## src/rtl/muldiv_pkg.sv

```systemverilog
package muldiv_pkg;
  typedef enum logic [1:0] {
    OP_NONE = 2'b00,
    OP_MUL  = 2'b01,
    OP_DIV  = 2'b10,
    OP_BAD  = 2'b11
  } op_e;

  typedef enum logic [1:0] {
    SEL_X   = 2'b00,
    SEL_Y   = 2'b01,
    SEL_Z   = 2'b10,
    SEL_CTL = 2'b11
  } sel_e;

  typedef enum logic {
    ST_IDLE = 1'b0,
    ST_RUN  = 1'b1
  } state_e;
endpackage

```

## src/rtl/muldiv_opdec.sv

```systemverilog
module muldiv_opdec #(
  parameter bit BAD_AS_MUL = 1'b1
) (
  input  logic [1:0] op_code,
  output logic       is_mul,
  output logic       is_div
);
  import muldiv_pkg::*;

  generate
    if (BAD_AS_MUL) begin : g_bad_mul
      always_comb begin
        is_mul = (op_code == OP_MUL) || (op_code == OP_BAD);
        is_div = (op_code == OP_DIV);
      end
    end else begin : g_bad_div
      always_comb begin
        is_mul = (op_code == OP_MUL);
        is_div = (op_code == OP_DIV) || (op_code == OP_BAD);
      end
    end
  endgenerate
endmodule

```

## src/rtl/muldiv_step.sv

```systemverilog
module muldiv_step #(
  parameter int W = 8
) (
  input  logic         div_mode,
  input  logic [W-1:0] x_val,
  input  logic [W-1:0] y_val,
  input  logic [W-1:0] z_val,
  output logic [W-1:0] y_next,
  output logic [W-1:0] z_next
);
  logic [W:0]   acc_sum;
  logic [W-1:0] y_mul;
  logic [W-1:0] z_mul;
  logic [W:0]   y_wide;
  logic [W-1:0] z_shift;
  logic [W:0]   y_less;
  logic         fits;
  logic [W-1:0] y_div;
  logic [W-1:0] z_div;

  // multiply: conditional add with carry, then shift carry/Y/Z right
  always_comb begin
    acc_sum = z_val[0] ? ({1'b0, y_val} + {1'b0, x_val}) : {1'b0, y_val};
    y_mul   = acc_sum[W:1];
    z_mul   = {acc_sum[0], z_val[W-1:1]};
  end

  // divide: shift pair left, keep the bit leaving Y for the compare
  always_comb begin
    y_wide  = {y_val, z_val[W-1]};
    z_shift = {z_val[W-2:0], 1'b0};
    fits    = (y_wide >= {1'b0, x_val});
    y_less  = y_wide + {1'b1, ~x_val} + {{W{1'b0}}, 1'b1};
    if (fits) begin
      y_div = y_less[W-1:0];
      z_div = z_shift | {{(W-1){1'b0}}, 1'b1};
    end else begin
      y_div = y_wide[W-1:0];
      z_div = z_shift;
    end
  end

  always_comb begin
    y_next = div_mode ? y_div : y_mul;
    z_next = div_mode ? z_div : z_mul;
  end
endmodule

```

## src/rtl/muldiv_ctrl.sv

```systemverilog
module muldiv_ctrl #(
  parameter int W = 8
) (
  input  logic clk,
  input  logic rst_n,
  input  logic launch,
  input  logic finish_now,
  output logic busy,
  output logic done,
  output logic step_en
);
  import muldiv_pkg::*;

  localparam int CW = (W > 1) ? $clog2(W) : 1;
  localparam logic [CW-1:0] LAST = CW'(W - 1);

  state_e        st_q, st_d;
  logic [CW-1:0] cnt_q, cnt_d;
  logic          done_q, done_d;
  logic          last_step;

  assign last_step = (cnt_q == LAST);

  always_comb begin
    st_d   = st_q;
    cnt_d  = cnt_q;
    done_d = 1'b0;
    case (st_q)
      ST_IDLE: begin
        if (launch) begin
          st_d  = ST_RUN;
          cnt_d = '0;
        end else if (finish_now) begin
          done_d = 1'b1;
        end
      end
      ST_RUN: begin
        cnt_d = cnt_q + 1'b1;
        if (last_step) begin
          st_d   = ST_IDLE;
          done_d = 1'b1;
        end
      end
      default: st_d = ST_IDLE;
    endcase
  end

  always_ff @(posedge clk or negedge rst_n) begin
    if (!rst_n) begin
      st_q   <= ST_IDLE;
      cnt_q  <= '0;
      done_q <= 1'b0;
    end else begin
      st_q   <= st_d;
      cnt_q  <= cnt_d;
      done_q <= done_d;
    end
  end

  assign busy    = (st_q == ST_RUN);
  assign done    = done_q;
  assign step_en = (st_q == ST_RUN);

  // completion pulse never overlaps a running job
  a_r10_done_not_busy: assert property (@(posedge clk) disable iff (!rst_n)
    done |-> !busy);
  // the end of a run is always announced in the following cycle
  a_r10_fall_done: assert property (@(posedge clk) disable iff (!rst_n)
    $fell(busy) |-> done);
  // a run keeps going until its last step, whatever start does
  a_r11_run_holds: assert property (@(posedge clk) disable iff (!rst_n)
    (busy && !last_step) |=> busy);
endmodule

```

## src/rtl/muldiv_seq.sv

```systemverilog
module muldiv_seq #(
  parameter int W          = 8,
  parameter bit BAD_AS_MUL = 1'b1
) (
  input  logic         clk,
  input  logic         rst_n,
  input  logic         wr_en,
  input  logic [1:0]   wr_sel,
  input  logic [W-1:0] wr_data,
  input  logic         start,
  output logic [W-1:0] x_out,
  output logic [W-1:0] y_out,
  output logic [W-1:0] z_out,
  output logic [1:0]   op_out,
  output logic         busy,
  output logic         done,
  output logic         div_zero
);
  import muldiv_pkg::*;

  logic [W-1:0] x_q, x_d, y_q, y_d, z_q, z_d;
  logic [1:0]   op_q, op_d;
  logic         dmode_q, dmode_d;
  logic         dz_q, dz_d;
  logic         is_mul, is_div;
  logic         accept, zero_div, launch, step_en;
  logic [W-1:0] y_step, z_step;

  muldiv_opdec #(.BAD_AS_MUL(BAD_AS_MUL)) u_dec (
    .op_code (op_q),
    .is_mul  (is_mul),
    .is_div  (is_div)
  );

  muldiv_step #(.W(W)) u_step (
    .div_mode (dmode_q),
    .x_val    (x_q),
    .y_val    (y_q),
    .z_val    (z_q),
    .y_next   (y_step),
    .z_next   (z_step)
  );

  assign accept   = start && !busy && (is_mul || is_div);
  assign zero_div = accept && is_div && (x_q == '0);
  assign launch   = accept && !zero_div;

  muldiv_ctrl #(.W(W)) u_ctrl (
    .clk        (clk),
    .rst_n      (rst_n),
    .launch     (launch),
    .finish_now (zero_div),
    .busy       (busy),
    .done       (done),
    .step_en    (step_en)
  );

  always_comb begin
    x_d     = x_q;
    y_d     = y_q;
    z_d     = z_q;
    op_d    = op_q;
    dmode_d = dmode_q;
    dz_d    = dz_q;
    if (wr_en && !busy) begin
      case (wr_sel)
        SEL_X:   x_d  = wr_data;
        SEL_Y:   y_d  = wr_data;
        SEL_Z:   z_d  = wr_data;
        default: op_d = wr_data[1:0];
      endcase
    end
    if (accept) dz_d = zero_div;
    if (launch) begin
      dmode_d = is_div;
      if (is_mul) y_d = '0;
    end
    if (step_en) begin
      y_d = y_step;
      z_d = z_step;
    end
  end

  always_ff @(posedge clk or negedge rst_n) begin
    if (!rst_n) begin
      x_q     <= '0;
      y_q     <= '0;
      z_q     <= '0;
      op_q    <= OP_NONE;
      dmode_q <= 1'b0;
      dz_q    <= 1'b0;
    end else begin
      x_q     <= x_d;
      y_q     <= y_d;
      z_q     <= z_d;
      op_q    <= op_d;
      dmode_q <= dmode_d;
      dz_q    <= dz_d;
    end
  end

  assign x_out    = x_q;
  assign y_out    = y_q;
  assign z_out    = z_q;
  assign op_out   = op_q;
  assign div_zero = dz_q;

  // X cannot move while a job runs
  a_r2_x_frozen: assert property (@(posedge clk) disable iff (!rst_n)
    busy |=> $stable(x_q));
  // a fresh divide-by-zero flag coincides with completion
  a_r9_flag_with_done: assert property (@(posedge clk) disable iff (!rst_n)
    $rose(dz_q) |-> (done && !busy));
  // the empty opcode never starts a job
  a_r3_none_idle: assert property (@(posedge clk) disable iff (!rst_n)
    (start && !busy && op_q == OP_NONE) |=> (!busy && !done));
  // the illegal code launches a multiply
  a_r8_bad_is_mul: assert property (@(posedge clk) disable iff (!rst_n)
    (start && !busy && op_q == OP_BAD && BAD_AS_MUL) |=> (busy && !dmode_q));
endmodule

```

## config.mk

```make
export PLATFORM = sky130hd
export DESIGN_NAME = muldiv_seq
export DESIGN_NICKNAME = d
export VERILOG_FILES = /design/src/rtl/muldiv_pkg.sv /design/src/rtl/muldiv_opdec.sv /design/src/rtl/muldiv_step.sv /design/src/rtl/muldiv_ctrl.sv /design/src/rtl/muldiv_seq.sv
export SDC_FILE = /design/constraint.sdc
export NUM_CORES = 1
export LEC_CHECK = 0
export BUFFER_PORTS_ARGS = -buffer_cell sky130_fd_sc_hd__buf_2
export CORE_MARGIN = 3
export CORE_UTILIZATION = 55
export CTS_BUF_LIST = sky130_fd_sc_hd__clkbuf_2
export DETAILED_ROUTE_END_ITERATION = 7
export PLACE_DENSITY = 0.78
export RECOVER_POWER = 25
export SLEW_MARGIN = 0
export SYNTH_ARGS = -nofsm -noshare
export SYNTH_HDL_FRONTEND = slang
export SYNTH_SLANG_ARGS = --single-unit
```

## constraint.sdc

```tcl
create_clock -name clk -period 2.69 [get_ports clk]
set_input_delay 0.538 -clock clk [delete_from_list [all_inputs] [get_ports clk]]
set_output_delay 0.538 -clock clk [all_outputs]
set_load 0.01 [all_outputs]
```

==> results.json <==
{
  "status": "finished with violations",
  "violations": "max-capacitance violations, max-slew violations",
  "grt-ovfl-total": 0,
  "core_area_mm2": 0.00441,
  "ios": 43,
  "yosysSeqAreaShare": 0.325,
  "ir_worst_vdd_mv": 0.988,
  "cts_htree_levels": 2,
  "initial_core_util": 0.575,
  "p_int_mw": 2.21,
  "arrival_ns": 2.69,
  "clkSinkCount": 33,
  "path_max_fanout": 5,
  "critPathSlowestCell": "dfrtp_1",
  "crit_type": "reg -> reg",
  "worst_setup_path_start_kind": "flop",
  "cts_made_buffers": 5,
  "rows": 24,
  "crit_path_max_incr_delay_ns": 0.50,
  "die-height_um": 73.9,
  "synthFlopType": "dfrtp_1",
  "min_path_type": "in -> reg",
  "cts.clk_slew.worst_paths_ns": 0.19,
  "post-place-ws_ns": 0.382,
  "r2r_start": "x_out[0]$_DFFE_PN0P_",
  "synthesis.area_mm2": 0.00254,
  "synth_edf_count": 0,
  "clk_latency_ns": 0.39,
  "post_cts_buffers": 0,
  "drtIter0Drc": 190,
  "swShare": 0.507,
  "grt_start_max_net_pins": 34,
  "dp_cells": 369,
  "synth_cells": 282,
  "setup_ws_ns": 0.290,
  "fin_crit_sh": 0.892,
  "die_area_mm2": 0.00547,
  "hp-start": "wr_data[7]",
  "grt_pass1_vias": 2262,
  "skew_ns": 0.0121,
  "async_flop_share": 1.00,
  "leakage_nw": 1.34,
  "final_cell_mix": "buf_2, dfrtp_1, nand2_1, mux2i_1, nor2_1",
  "numPortBuffers": 42,
  "period_needed_ns": 2.40,
  "antenna_left": 0,
  "cts_tree": "built",
  "crit_required_ns": 2.98,
  "cp_cell_sequence": "ha_1 -> fa_1 -> a211oi_1 -> o21ai_1 -> a21oi_1 -> o21bai_1 -> a31oi_1 -> o311ai_1",
  "dp_hpwl_mm": 5.10,
  "p_sw_mw": 2.28,
  "cts_buffer_depth": 2,
  "track_usage": 0.271,
  "setup_violations": 0,
  "wire_per_inst_um": 18.4,
  "ys_ff_latch": 33,
  "cts_hold_buffers": 0,
  "gp_congestion": 0.944,
  "hold_viol_final": 0,
  "cts_resized": 0,
  "cap_violations": 1,
  "drc_errors": 0,
  "synth_cell_types": 55,
  "p_comb_frac": 0.672,
  "drive_above_1_share": 0.215,
  "antennaDiodeCount": 0,
  "clkPwrFrac": 0.076,
  "final_core_util": 0.648,
  "area_delta_synth_final_pct": 12.7,
  "p_seq_frac": 0.252,
  "dieWidth_um": 73.9,
  "slew_headroom": -0.189,
  "fill_cells": 383,
  "num_vias": 2334,
  "yosys_warnings": 0,
  "cp-startpoint": "x_out[0]$_DFFE_PN0P_",
  "worstMarginPinSlew_ns": 1.78,
  "max_freq_ghz": 0.417,
  "syn_area_per_cell_um2": 9.00,
  "pwr_density_cell_mw_per_mm2": 1570,
  "end_kind": "flop",
  "dr.pass1.iters": 4,
  "nets": 358,
  "antenna_found_initial": 0,
  "vias_per_cell": 6.19,
  "final_common_cell": "buf_2",
  "fin_cells": 377,
  "finalMaxSlewViolations": 34,
  "grt_pass1_wl_mm": 11.3,
  "cts_root_buffer": "clkbuf_2",
  "tns_ns": 0,
  "drt-total-wl_mm": 6.93,
  "rsz0062_at_grt": "false",
  "synth_nets": 316
}
## cells in the mapped netlist, drive strengths merged, types with 2 or more instances
| master | n | area, um2 |
|---|---|---|
| dfrtp | 33 | 826 |
| a22oi | 2 | 15.0 |
| nand3 | 5 | 25.0 |
| o221ai | 2 | 17.5 |
| nor2 | 22 | 82.6 |
| nor3 | 7 | 40.0 |
| buf | 4 | 25.0 |
| xor2 | 2 | 17.5 |
| nor2b | 8 | 50.1 |
| clkbuf | 7 | 26.3 |
| nand2 | 30 | 113 |
| o21ai | 30 | 154 |
| xnor2 | 4 | 35.0 |
| nor4 | 3 | 18.8 |
| a21oi | 16 | 80.1 |
| o32ai | 2 | 32.5 |
| inv | 14 | 52.6 |
| o211ai | 3 | 22.5 |
| a21o | 4 | 30.0 |
| o2111ai | 2 | 17.5 |
| o22ai | 2 | 18.8 |
| ha | 18 | 225 |
| o22a | 2 | 17.5 |
| mux2i | 23 | 230 |
| mux2 | 6 | 67.6 |
| nand4 | 3 | 18.8 |
| a211oi | 5 | 55.1 |
| a31oi | 3 | 18.8 |
| fa | 2 | 40.0 |
## metrics by stage
step	hold slack, ns	area, um2	power [mW]
2_1_floorplan	0.242	2540	3.30
5_1_grt	0.376	2860	4.88
6_report	0.405	2860	4.49
4_1_cts	0.190	2860	4.45
3_3_place_gp	0.471	2800	4.01
3_5_place_dp	0.475	2800	4.07
## final cells by class
cell class / count / area (um2) / area share
Clock buffer: 6 / 30.0 / 0.0105
Clock inverter: 2 / 33.8 / 0.0118
Inverter: 14 / 52.6 / 0.0184
Multi-Input combinational cell: 224 / 1620 / 0.564
Sequential cell: 33 / 826 / 0.289
Tap cell: 52 / 65.1 / 0.0227
Timing Repair Buffer: 46 / 239 / 0.0835
## path summary, 6_finish.rpt
path	depth (start not counted)	slack [ns]	to
min	3	0.41	x_out[7]$_DFFE_PN0P_
max in group asynchronous	1	1.08	x_out[7]$_DFFE_PN0P_
min in group asynchronous	1	0.59	z_out[0]$_DFFE_PN0P_
max reg2reg	8	0.29	y_out[7]$_DFF_PN0_
max	8	0.29	y_out[7]$_DFF_PN0_
min reg2reg	1	0.50	u_ctrl.cnt_q[0]$_DFFE_PN0P_
## sequential cells by signal, indices dropped and copies added, names as in the netlist
signal        flops
div_zero          1
dmode_q           1
op_out            2
u_ctrl.busy       1
u_ctrl.cnt_q      3
u_ctrl.done       1
x_out             8
y_out             8
z_out             8
## routing by layer
metal | share of wire | track usage | wire, um
met1 | 0.45 | 0.381 | 3090
met2 | 0.48 | 0.426 | 3330
met3 | 0.064 | 0.0541 | 444
met4 | 0.0092 | 0.0785 | 64
met5 | 0 | 0 | 0
## critical path: cells and delay by family, from the launching register on
family / cells / cell delay [ns]
AO/OA/AOI/OAI: 6 / 1.06
adder cells (fa/ha/maj): 2 / 0.75
flip-flops: 1 / 0.50
## power groups by stage
| stage | sequential [mW] | combinational, mW | clock, mW |
|---|---|---|---|
| after global placement | 1.12 | 2.89 | 0 |
| after floorplan | 1.06 | 2.25 | 0 |
| final | 1.13 | 3.02 | 0.342 |
| after global routing | 1.17 | 3.33 | 0.371 |
| after CTS | 1.12 | 2.98 | 0.350 |
| after detailed placement | 1.13 | 2.94 | 0 |
## cells by family (layout without fill, tap and decap cells)
group / after synthesis / in the layout / synth area share
AOI/OAI and AO/OA: 82 / 82 / 0.224
muxes: 29 / 29 / 0.117
xor gates and xnor gates: 6 / 6 / 0.0207
buffers and inverters: 25 / 68 / 0.0409
and+or+nand+nor: 87 / 87 / 0.167
DFF: 33 / 33 / 0.325
adders and majority gates: 20 / 20 / 0.104
Note: power is estimated with default switching activity, not from simulation.
